### src/rtl/srt_pkg.sv
package srt_pkg;

    // Reference source selected by the mode input
    typedef enum logic {
        REF_FIXED = 1'b0,
        REF_RAMP  = 1'b1
    } ref_src_e;

    // Default sizing shared by the block and its bench
    localparam int SRT_DW_DEF    = 12;
    localparam int SRT_NSYNC_DEF = 3;
    localparam int SRT_QUAL_DEF  = 4;

endpackage

### src/rtl/srt_sync_pick.sv
module srt_sync_pick #(
    parameter int NSYNC = 3,
    parameter int SELW  = 2
) (
    input  logic [NSYNC-1:0] sync_i,
    input  logic [SELW-1:0]  sel_i,
    output logic             hit_o
);

    logic [NSYNC-1:0] match;

    // One comparator per sync source; an index beyond NSYNC matches nothing
    for (genvar g = 0; g < NSYNC; g++) begin : g_match
        always_comb begin
            match[g] = sync_i[g] && (sel_i == SELW'(g));
        end
    end

    always_comb begin
        hit_o = |match;
    end

    always_comb begin
        assert ($onehot0(match)) else $error("AST_ONE_SOURCE failed");
    end

endmodule

### src/rtl/srt_trip_qual.sv
module srt_trip_qual #(
    parameter int DW   = 12,
    parameter int QUAL = 4
) (
    input  logic          clk,
    input  logic          rst_n,
    input  logic          clr_i,
    input  logic [DW-1:0] sense_i,
    input  logic [DW-1:0] ref_i,
    input  logic          invert_i,
    output logic          trip_o
);

    localparam int          CW   = $clog2(QUAL + 1);
    localparam logic [CW-1:0] QMAX = CW'(QUAL);

    typedef struct packed {
        logic [CW-1:0] run;
    } qual_st_t;

    qual_st_t st_d, st_q;
    logic     active;

    always_comb begin
        active = (sense_i > ref_i) ^ invert_i;
        st_d   = st_q;
        if (clr_i) begin
            st_d.run = '0;
        end else if (!active) begin
            st_d.run = '0;
        end else if (st_q.run != QMAX) begin
            st_d.run = st_q.run + 1'b1;
        end
    end

    always_ff @(posedge clk) begin
        if (!rst_n) begin
            st_q <= '0;
        end else begin
            st_q <= st_d;
        end
    end

    assign trip_o = (st_q.run == QMAX);

    AST_DROP_CLEARS: assert property (@(posedge clk) disable iff (!rst_n)
        (!clr_i && !active) |=> !trip_o);
    AST_TRIP_PERSISTS: assert property (@(posedge clk) disable iff (!rst_n)
        (!clr_i && active && trip_o) |=> trip_o);
    AST_SYNC_CLEARS: assert property (@(posedge clk) disable iff (!rst_n)
        clr_i |=> !trip_o);
    AST_RISE_NEEDS_ACTIVE: assert property (@(posedge clk) disable iff (!rst_n)
        $rose(trip_o) |-> $past(active));

endmodule

### src/rtl/srt_ramp_gen.sv
module srt_ramp_gen
    import srt_pkg::*;
#(
    parameter int DW = 12
) (
    input  logic          clk,
    input  logic          rst_n,
    input  logic          load_i,
    input  logic          ramp_mode_i,
    input  logic [DW-1:0] start_i,
    input  logic          step_wr_i,
    input  logic [DW-1:0] step_i,
    input  logic          trip_i,
    output logic [DW-1:0] ref_o
);

    typedef struct packed {
        logic [DW-1:0] level;
        logic [DW-1:0] shadow;
        logic [DW-1:0] step;
        logic          freeze;
    } ramp_st_t;

    ramp_st_t  st_d, st_q;
    ref_src_e  src;
    logic      hold;
    logic [DW-1:0] fallen;

    always_comb begin
        src    = ref_src_e'(ramp_mode_i);
        hold   = st_q.freeze || trip_i;
        fallen = (st_q.level > st_q.step) ? (st_q.level - st_q.step) : '0;
        st_d   = st_q;

        if (step_wr_i) begin
            st_d.shadow = step_i;
        end

        if (load_i) begin
            st_d.level  = start_i;
            st_d.step   = st_q.shadow;
            st_d.freeze = 1'b0;
        end else begin
            st_d.freeze = hold;
            if (src == REF_FIXED) begin
                st_d.level = start_i;
            end else if (!hold) begin
                st_d.level = fallen;
            end
        end
    end

    always_ff @(posedge clk) begin
        if (!rst_n) begin
            st_q <= '0;
        end else begin
            st_q <= st_d;
        end
    end

    assign ref_o = st_q.level;

    AST_LOAD_START: assert property (@(posedge clk) disable iff (!rst_n)
        load_i |=> (ref_o == $past(start_i)));
    AST_FIXED_FOLLOWS: assert property (@(posedge clk) disable iff (!rst_n)
        !ramp_mode_i |=> (ref_o == $past(start_i)));
    AST_NO_WRAP: assert property (@(posedge clk) disable iff (!rst_n)
        (ramp_mode_i && !load_i) |=> (ref_o <= $past(ref_o)));
    AST_FROZEN_HOLDS: assert property (@(posedge clk) disable iff (!rst_n)
        (ramp_mode_i && !load_i && (st_q.freeze || trip_i)) |=> $stable(ref_o));
    AST_STEP_ONLY_ON_LOAD: assert property (@(posedge clk) disable iff (!rst_n)
        !load_i |=> $stable(st_q.step));

endmodule

### src/rtl/slope_ramp_trip.sv
module slope_ramp_trip
    import srt_pkg::*;
#(
    parameter int DW    = SRT_DW_DEF,
    parameter int NSYNC = SRT_NSYNC_DEF,
    parameter int QUAL  = SRT_QUAL_DEF,
    parameter int SELW  = (NSYNC > 1) ? $clog2(NSYNC + 1) : 1
) (
    input  logic             clk,
    input  logic             rst_n,
    input  logic [NSYNC-1:0] sync_i,
    input  logic [SELW-1:0]  sync_sel_i,
    input  logic             mode_ramp_i,
    input  logic [DW-1:0]    start_val_i,
    input  logic             step_wr_i,
    input  logic [DW-1:0]    step_i,
    input  logic             invert_i,
    input  logic [DW-1:0]    sense_i,
    output logic [DW-1:0]    ref_o,
    output logic             trip_o
);

    logic          sync_hit;
    logic [DW-1:0] ref_w;
    logic          trip_w;

    srt_sync_pick #(
        .NSYNC (NSYNC),
        .SELW  (SELW)
    ) pick_i (
        .sync_i (sync_i),
        .sel_i  (sync_sel_i),
        .hit_o  (sync_hit)
    );

    srt_ramp_gen #(
        .DW (DW)
    ) ramp_i (
        .clk         (clk),
        .rst_n       (rst_n),
        .load_i      (sync_hit),
        .ramp_mode_i (mode_ramp_i),
        .start_i     (start_val_i),
        .step_wr_i   (step_wr_i),
        .step_i      (step_i),
        .trip_i      (trip_w),
        .ref_o       (ref_w)
    );

    srt_trip_qual #(
        .DW   (DW),
        .QUAL (QUAL)
    ) qual_i (
        .clk      (clk),
        .rst_n    (rst_n),
        .clr_i    (sync_hit),
        .sense_i  (sense_i),
        .ref_i    (ref_w),
        .invert_i (invert_i),
        .trip_o   (trip_w)
    );

    assign ref_o  = ref_w;
    assign trip_o = trip_w;

    AST_RESET_IDLE: assert property (@(posedge clk)
        !rst_n |=> (!trip_o && (ref_o == '0)));

endmodule

### config.mk
export PLATFORM = sky130hd
export DESIGN_NAME = slope_ramp_trip
export DESIGN_NICKNAME = d
export VERILOG_FILES = /design/src/rtl/srt_pkg.sv /design/src/rtl/srt_sync_pick.sv /design/src/rtl/srt_trip_qual.sv /design/src/rtl/srt_ramp_gen.sv /design/src/rtl/slope_ramp_trip.sv
export SDC_FILE = /design/constraint.sdc
export NUM_CORES = 1
export LEC_CHECK = 0
export BUFFER_PORTS_ARGS = -buffer_cell sky130_fd_sc_hd__buf_2
export CAP_MARGIN = 20
export CORE_MARGIN = 4
export CORE_UTILIZATION = 59
export DETAILED_ROUTE_END_ITERATION = 16
export PLACE_DENSITY = 0.9
export SYNTH_ARGS = -nofsm -noshare
export SYNTH_HDL_FRONTEND = slang
export SYNTH_SLANG_ARGS = --single-unit
### constraint.sdc
create_clock -name clk -period 4.4 [get_ports clk]
set_input_delay 1.32 -clock clk [delete_from_list [all_inputs] [get_ports clk]]
set_output_delay 1.32 -clock clk [all_outputs]
set_load 0.02 [all_outputs]
== Word level (Yosys, flattened, before mapping) ==
Index checks and enable logic that the tools add are counted.
Cells by class
  equal/unequal tests: 5
  reductions and logical operators: 8
  divide/modulo/power cells: 0
  shifts and indexed selects: 0
  $add $sub $neg: 2
  bitwise gates (word level): 3
  muxes and demuxes: 4
  $mul: 0
  magnitude comparators: 2
Operator list (count)
  2-to-1 mux 12 bit: 4
  > comparator 12 bit: 2
  subtractor 12 bit: 1
  != test 3 bit (second input constant): 2
  OR reduction 5 bit: 1
  OR reduction 4 bit: 1
  adder 3 x 1 -> 3 bit (second input constant): 1
  == test 3 bit (second input constant): 1
  logical AND 1 bit: 3
  OR reduction 3 bit: 1
  == test 2 x 1 -> 1 bit (second input constant): 1
  == test 2 bit (second input constant): 1
  logical NOT 2 bit: 1
  NOT 1 bit: 2
  logical OR 1 bit: 1
  XOR 1 bit: 1
Word-level totals
  word-level logic and storage cells: 29
  RAM bits: 0
  output and inout bits: 13
  memory bits (read-only): 0
  input bits: 46
  bits in registers: 40
  latch bits: 0
  memories kept: 0

== Longest topological paths before layout ==
  depth after elaboration: 5
  gate-level depth with buffers: 10
  depth with buffers taken out: 9

== Hierarchy ==
From an unflattened synthesis, not the netlist that was laid out.
Second synthesis, totals
  cell total of the unflattened synthesis: 315
  area, all modules: 2667.6 um^2
Modules (own cells, without submodules)
  srt_ramp_gen: cells an instance 252, area an instance 2185.8 um^2, times used 1, sequential area each 740.7 um^2
  srt_trip_qual: cells an instance 60, area an instance 459.2 um^2, times used 1, sequential area each 60.1 um^2
  srt_sync_pick: cells an instance 3, area an instance 22.5 um^2, times used 1, sequential area each 0.0 um^2

== Worst setup path after synthesis ==
OpenSTA, ideal clock, no wires.
  kind: input -> register
  start: in sense_i[1]
  end: reg qual_i.st_q[0] (netlist name)
  path buffers: 0
  library setup time: 0.070 ns
  cell stages on the path: 6
  data required time: 4.330 ns
  arrival time: 2.591 ns
  setup slack: 1.739 ns
  cell sequence: ha_1 -> nor2b_1 -> o211ai_1 -> a211o_1 -> a2111o_1 -> a21oi_1
Between the ends
  cells in the longest elaborated chain, start to end: 4
Ends and longest elaborated chain
  start, declared: RTL line slope_ramp_trip.sv:18  | input logic [DW-1:0] sense_i,
  > comparator 12 bit: RTL line srt_trip_qual.sv:25  | active = (sense_i > ref_i) ^ invert_i;
  XOR 1 bit: RTL line srt_trip_qual.sv:25
  NOT 1 bit (no source line)
  OR reduction 5 bit (no source line)
  end signal, assigned: RTL line srt_trip_qual.sv:40  | st_q <= st_d;
  end, declared: RTL line srt_trip_qual.sv:21  | qual_st_t st_d, st_q;
No other way between the ends.
A chain may end at the register's enable or synchronous reset.

== Worst setup path after layout ==
  start: in sync_sel_i[0]
  end: reg ramp_i.st_q, in the netlist ramp_i.ref_o[11]
Between the ends
  cells in the longest elaborated chain, start to end: 4
  elaborated cells on any way between the ends: 9
  those cells by class: 3 x eq/ne; 1 x mux; 5 x reduce/logical
Ends and longest elaborated chain
  start, declared: RTL line slope_ramp_trip.sv:12  | input logic [SELW-1:0] sync_sel_i,
  == test 2 x 1 -> 1 bit, or another cell as far along: RTL line srt_sync_pick.sv:15  | match[g] = sync_i[g] && (sel_i == SELW'(g));
  logical AND 1 bit: RTL line srt_sync_pick.sv:15
  OR reduction 3 bit *: RTL line srt_sync_pick.sv:20  | hit_o = |match;
  != test 3 bit (no source line) / 2-to-1 mux 12 bit (equally long branches)
  end signal, assigned: RTL line srt_ramp_gen.sv:57  | st_q <= st_d;
  end, declared: RTL line srt_ramp_gen.sv:24  | ramp_st_t st_d, st_q;
Every way passes the cells marked *; elsewhere a longest branch is shown, timed or not.

==> flow_summary.ini <==
[cells_and_area]
num-nets-final = 442
drive_above_1_share = 0.195
finish.cell_count_without_fillers = 422
post-route-cell-area_sq_mm = 0.00302
layout_overhead_on_the_synthesized_area_pct = 12.2
final_common_cell = buf_2
layout_common_cells = buf_2, nor2_1, dfxtp_1, inv_1
filler_cell_count = 361
antenna_cells_inserted = 0

[worst_setup_path]
rr_worst_depth = 9
worst-endpoint-required_ps = 4600
arrival_ps = 3160
buffering_stage_count_on_the_worst_path_with_inverters_included = 1
critical_path_depth = 6
critical_path_class = in -> reg
critPathTopFamily = compound AO/OA/AOI/OAI gates
r2r_slack_ps = 1620
crit_end = ramp_i.ref_o[11]
cp-startpoint = sync_sel_i[0]
path_cells = buf_2 -> mux2i_1 -> o211ai_2 -> nor3_1 -> o311ai_2 -> o41ai_1
cp_slowest_cell = o41ai_1
r2r_end = ramp_i.ref_o[7]
critical-path-max-stage-delay_ps = 410
crit_path_max_fanout = 25
end_kind = flip-flop
critPathLaunchType = input port
reg2reg_from = ramp_i.ref_o[0]

[synth]
synth_async_sr_flop_share = 0
synthesis.nets = 400
synthDominantAreaCellType = dfxtp_1
seq_area_frac_synth = 0.297
yosys_register_bits = 40
synth.top_cells.by_area = dfxtp_1, ha_1, mux2i_1
netlist_area_sq_mm = 0.00270
yosysWarningCount = 0
average_instance_area_after_synthesis_sq_um = 8.24
number_of_unique_standard_cell_types_used_by_synthesis = 55
synth_edf_count = 0
synth.top_cell.area_share = 0.297
postSynth.topFlopCell = dfxtp_1
postSynthCellCount = 327

[power_and_ir_drop]
seqPwrFrac = 0.382
power-per-cell-area_mw_per_mm2 = 357
post-layout-total-power_mw = 1.08
static_leak_nw = 1.37
power_switching_mw = 0.366
combinationalPowerShare = 0.339
internal-power_mw = 0.713
power.switching_fraction = 0.339
share_clk_of_total_power = 0.279
vdd_ir_drop_max_mv = 0.198

[clocking]
clock_tree.htree_level_count = 2
postCtsSetupBuffers = 0
cts_inserted_buffers = 5
cts_tree = done
path_clk_slew_ps = 90
clockRootBuffer = clkbuf_8
worstSkewPairLatency_ps = 300
post_cts_hold_buffer_count = 0
post_cts_resized = 0
clock_path_buffers = 2
numClockSinks = 40

[global_route]
globalRouteOverflowTotal = 0
first_global_vias = 2180
grt_util_all_layers = 0.219
grt_antenna_before_repair = 0
grt_pass1_wl_mm = 9.72
grt_max_degree = 37

[floorplanning]
design.die.area_sq_mm = 0.00571
die_x_um = 75.6
std_cell_core_area_sq_mm = 0.00438
num_io_pins = 59
die_h_um = 75.6
initial_utilization = 0.615
rows = 24

[placement]
placement.cell_area_sq_mm = 0.00291
placement.io_buffers = 58
numPlacedInstances = 414
globalplace.congestion = 0.862
dp_hpwl_mm = 4.62

[timing]
rsz0062_at_grt = no
finalMaxSlewViolations = 0
max-slew-margin-rel = 0.354
fmax_ghz = 0.338
totalNegativeSetupSlack_ps = 0
timing.clock.skew_ps = 10.5
final.min_clock_period_ps = 2960
setup-violations-final = 0
finalHoldViolations = 0
max_slew.worst_pin.slew_ps = 963
fin_hold_ws_ps = 500
layout_worst_path_cycle_share = 0.672

[route]
drt-initial-drc-count = 148
drt_pass1_iterations = 4
antenna_violating_nets_post_route = 0
wl_per_cell_um = 13.9
route.detailed.vias_per_inst = 5.63
detailroute.via_count = 2375
route.final.wire_length_mm = 5.85
route.detailed.drc = 0

[worst_hold_path]
min_path_type = reg -> reg

[run]
max_cap_viol_count = 0

[outcome]
outcome = completed
-- per-layer routing --
metal / routed length [um] / track usage / vias to the layer above
met1: 2640 / 0.291 / 1049
met3: 501 / 0.0383 / 9
li1: - / - / 1232
met4: 83 / 0.0757 / 0
met5: 0 / 0 / -
met2: 2620 / 0.359 / 85
-- area by class of cell --
class | count | area, sq um | area share
multi-input combinational | 230 | 1620 | 0.537
sequential | 40 | 801 | 0.265
timing repair buffer | 59 | 298 | 0.0985
inverter | 33 | 124 | 0.0410
clock buffer | 5 | 68.8 | 0.0228
tap | 52 | 65.1 | 0.0215
clock inverter | 3 | 42.5 | 0.0141
-- sequential cells by signal, indices dropped and copies added (netlist names) --
register	count
qual_i.st_q	3
ramp_i.ref_o	12
ramp_i.st_q	25
-- through the flow --
stage,setup slack [ps],util
floorplan,1740,-
global placement,1240,0.664
detailed placement,1130,0.664
CTS,1450,0.689
global route,1210,0.689
finish,1440,0.689
-- cells by family (layout without fill, tap and decap cells) --
| kind of cell | after synthesis | in the layout | share of synthesized area |
|---|---|---|---|
| AOI/OAI and AO/OA | 77 | 77 | 0.197 |
| xor gates and xnor gates | 5 | 5 | 0.0163 |
| and+or+nand+nor | 95 | 95 | 0.165 |
| buffers and inverters | 57 | 100 | 0.100 |
| DFF | 40 | 40 | 0.297 |
| muxes | 26 | 26 | 0.0966 |
| adders and majority gates | 27 | 27 | 0.128 |
-- power by group through the flow --
| stage | registers (mW) | clock network (mW) | logic [mW] |
|---|---|---|---|
| final | 0.412 | 0.301 | 0.366 |
| after detailed placement | 0.420 | 0 | 0.360 |
| after global placement | 0.419 | 0 | 0.350 |
| after global routing | 0.415 | 0.324 | 0.411 |
| after CTS | 0.411 | 0.306 | 0.362 |
| after floorplan | 0.411 | 0 | 0.294 |
-- Yosys cell counts (all sizes together), types with 2 or more instances --
cell	count
inv	32
nand4	5
xnor2	3
o32ai	4
mux2i	26
and4b	2
nor3	6
o21ai	10
a211oi	3
nor2	43
o22ai	8
nand2	18
dfxtp	40
nand3	4
xor2	2
o21a	2
and2	4
a21o	6
ha	26
or3	2
clkbuf	6
o31ai	2
o311ai	2
nand3b	2
nor2b	3
a21oi	24
buf	18
nand2b	2
o211ai	3
-- worst register-to-register path, cell delays in order (launching register included) --
cell and delay [ps]:
dfxtp_1 350, inv_1 70, ha_1 160, inv_1 50, fa_1 430, a211oi_2 210, nor2_1 130, o311a_1 320
o311ai_2 710, o32ai_1 210
-- worst min-delay path by stage --
| stage | start | to | slack, ps | cells after the start |
|---|---|---|---|---|
| finish | ramp_i.st_q[4] | ramp_i.st_q[4] | 500 | 2 |
| global route | ramp_i.st_q[1] | ramp_i.st_q[1] | 530 | 2 |
| CTS | ramp_i.st_q[24] | ramp_i.st_q[24] | 500 | 2 |
| detailed placement | ramp_i.st_q[24] | ramp_i.st_q[24] | 480 | 2 |
| global placement | ramp_i.st_q[4] | ramp_i.st_q[4] | 470 | 2 |
| floorplan | ramp_i.st_q[13] | ramp_i.st_q[13] | 460 | 2 |
Note: power is estimated with default switching activity, not from simulation.
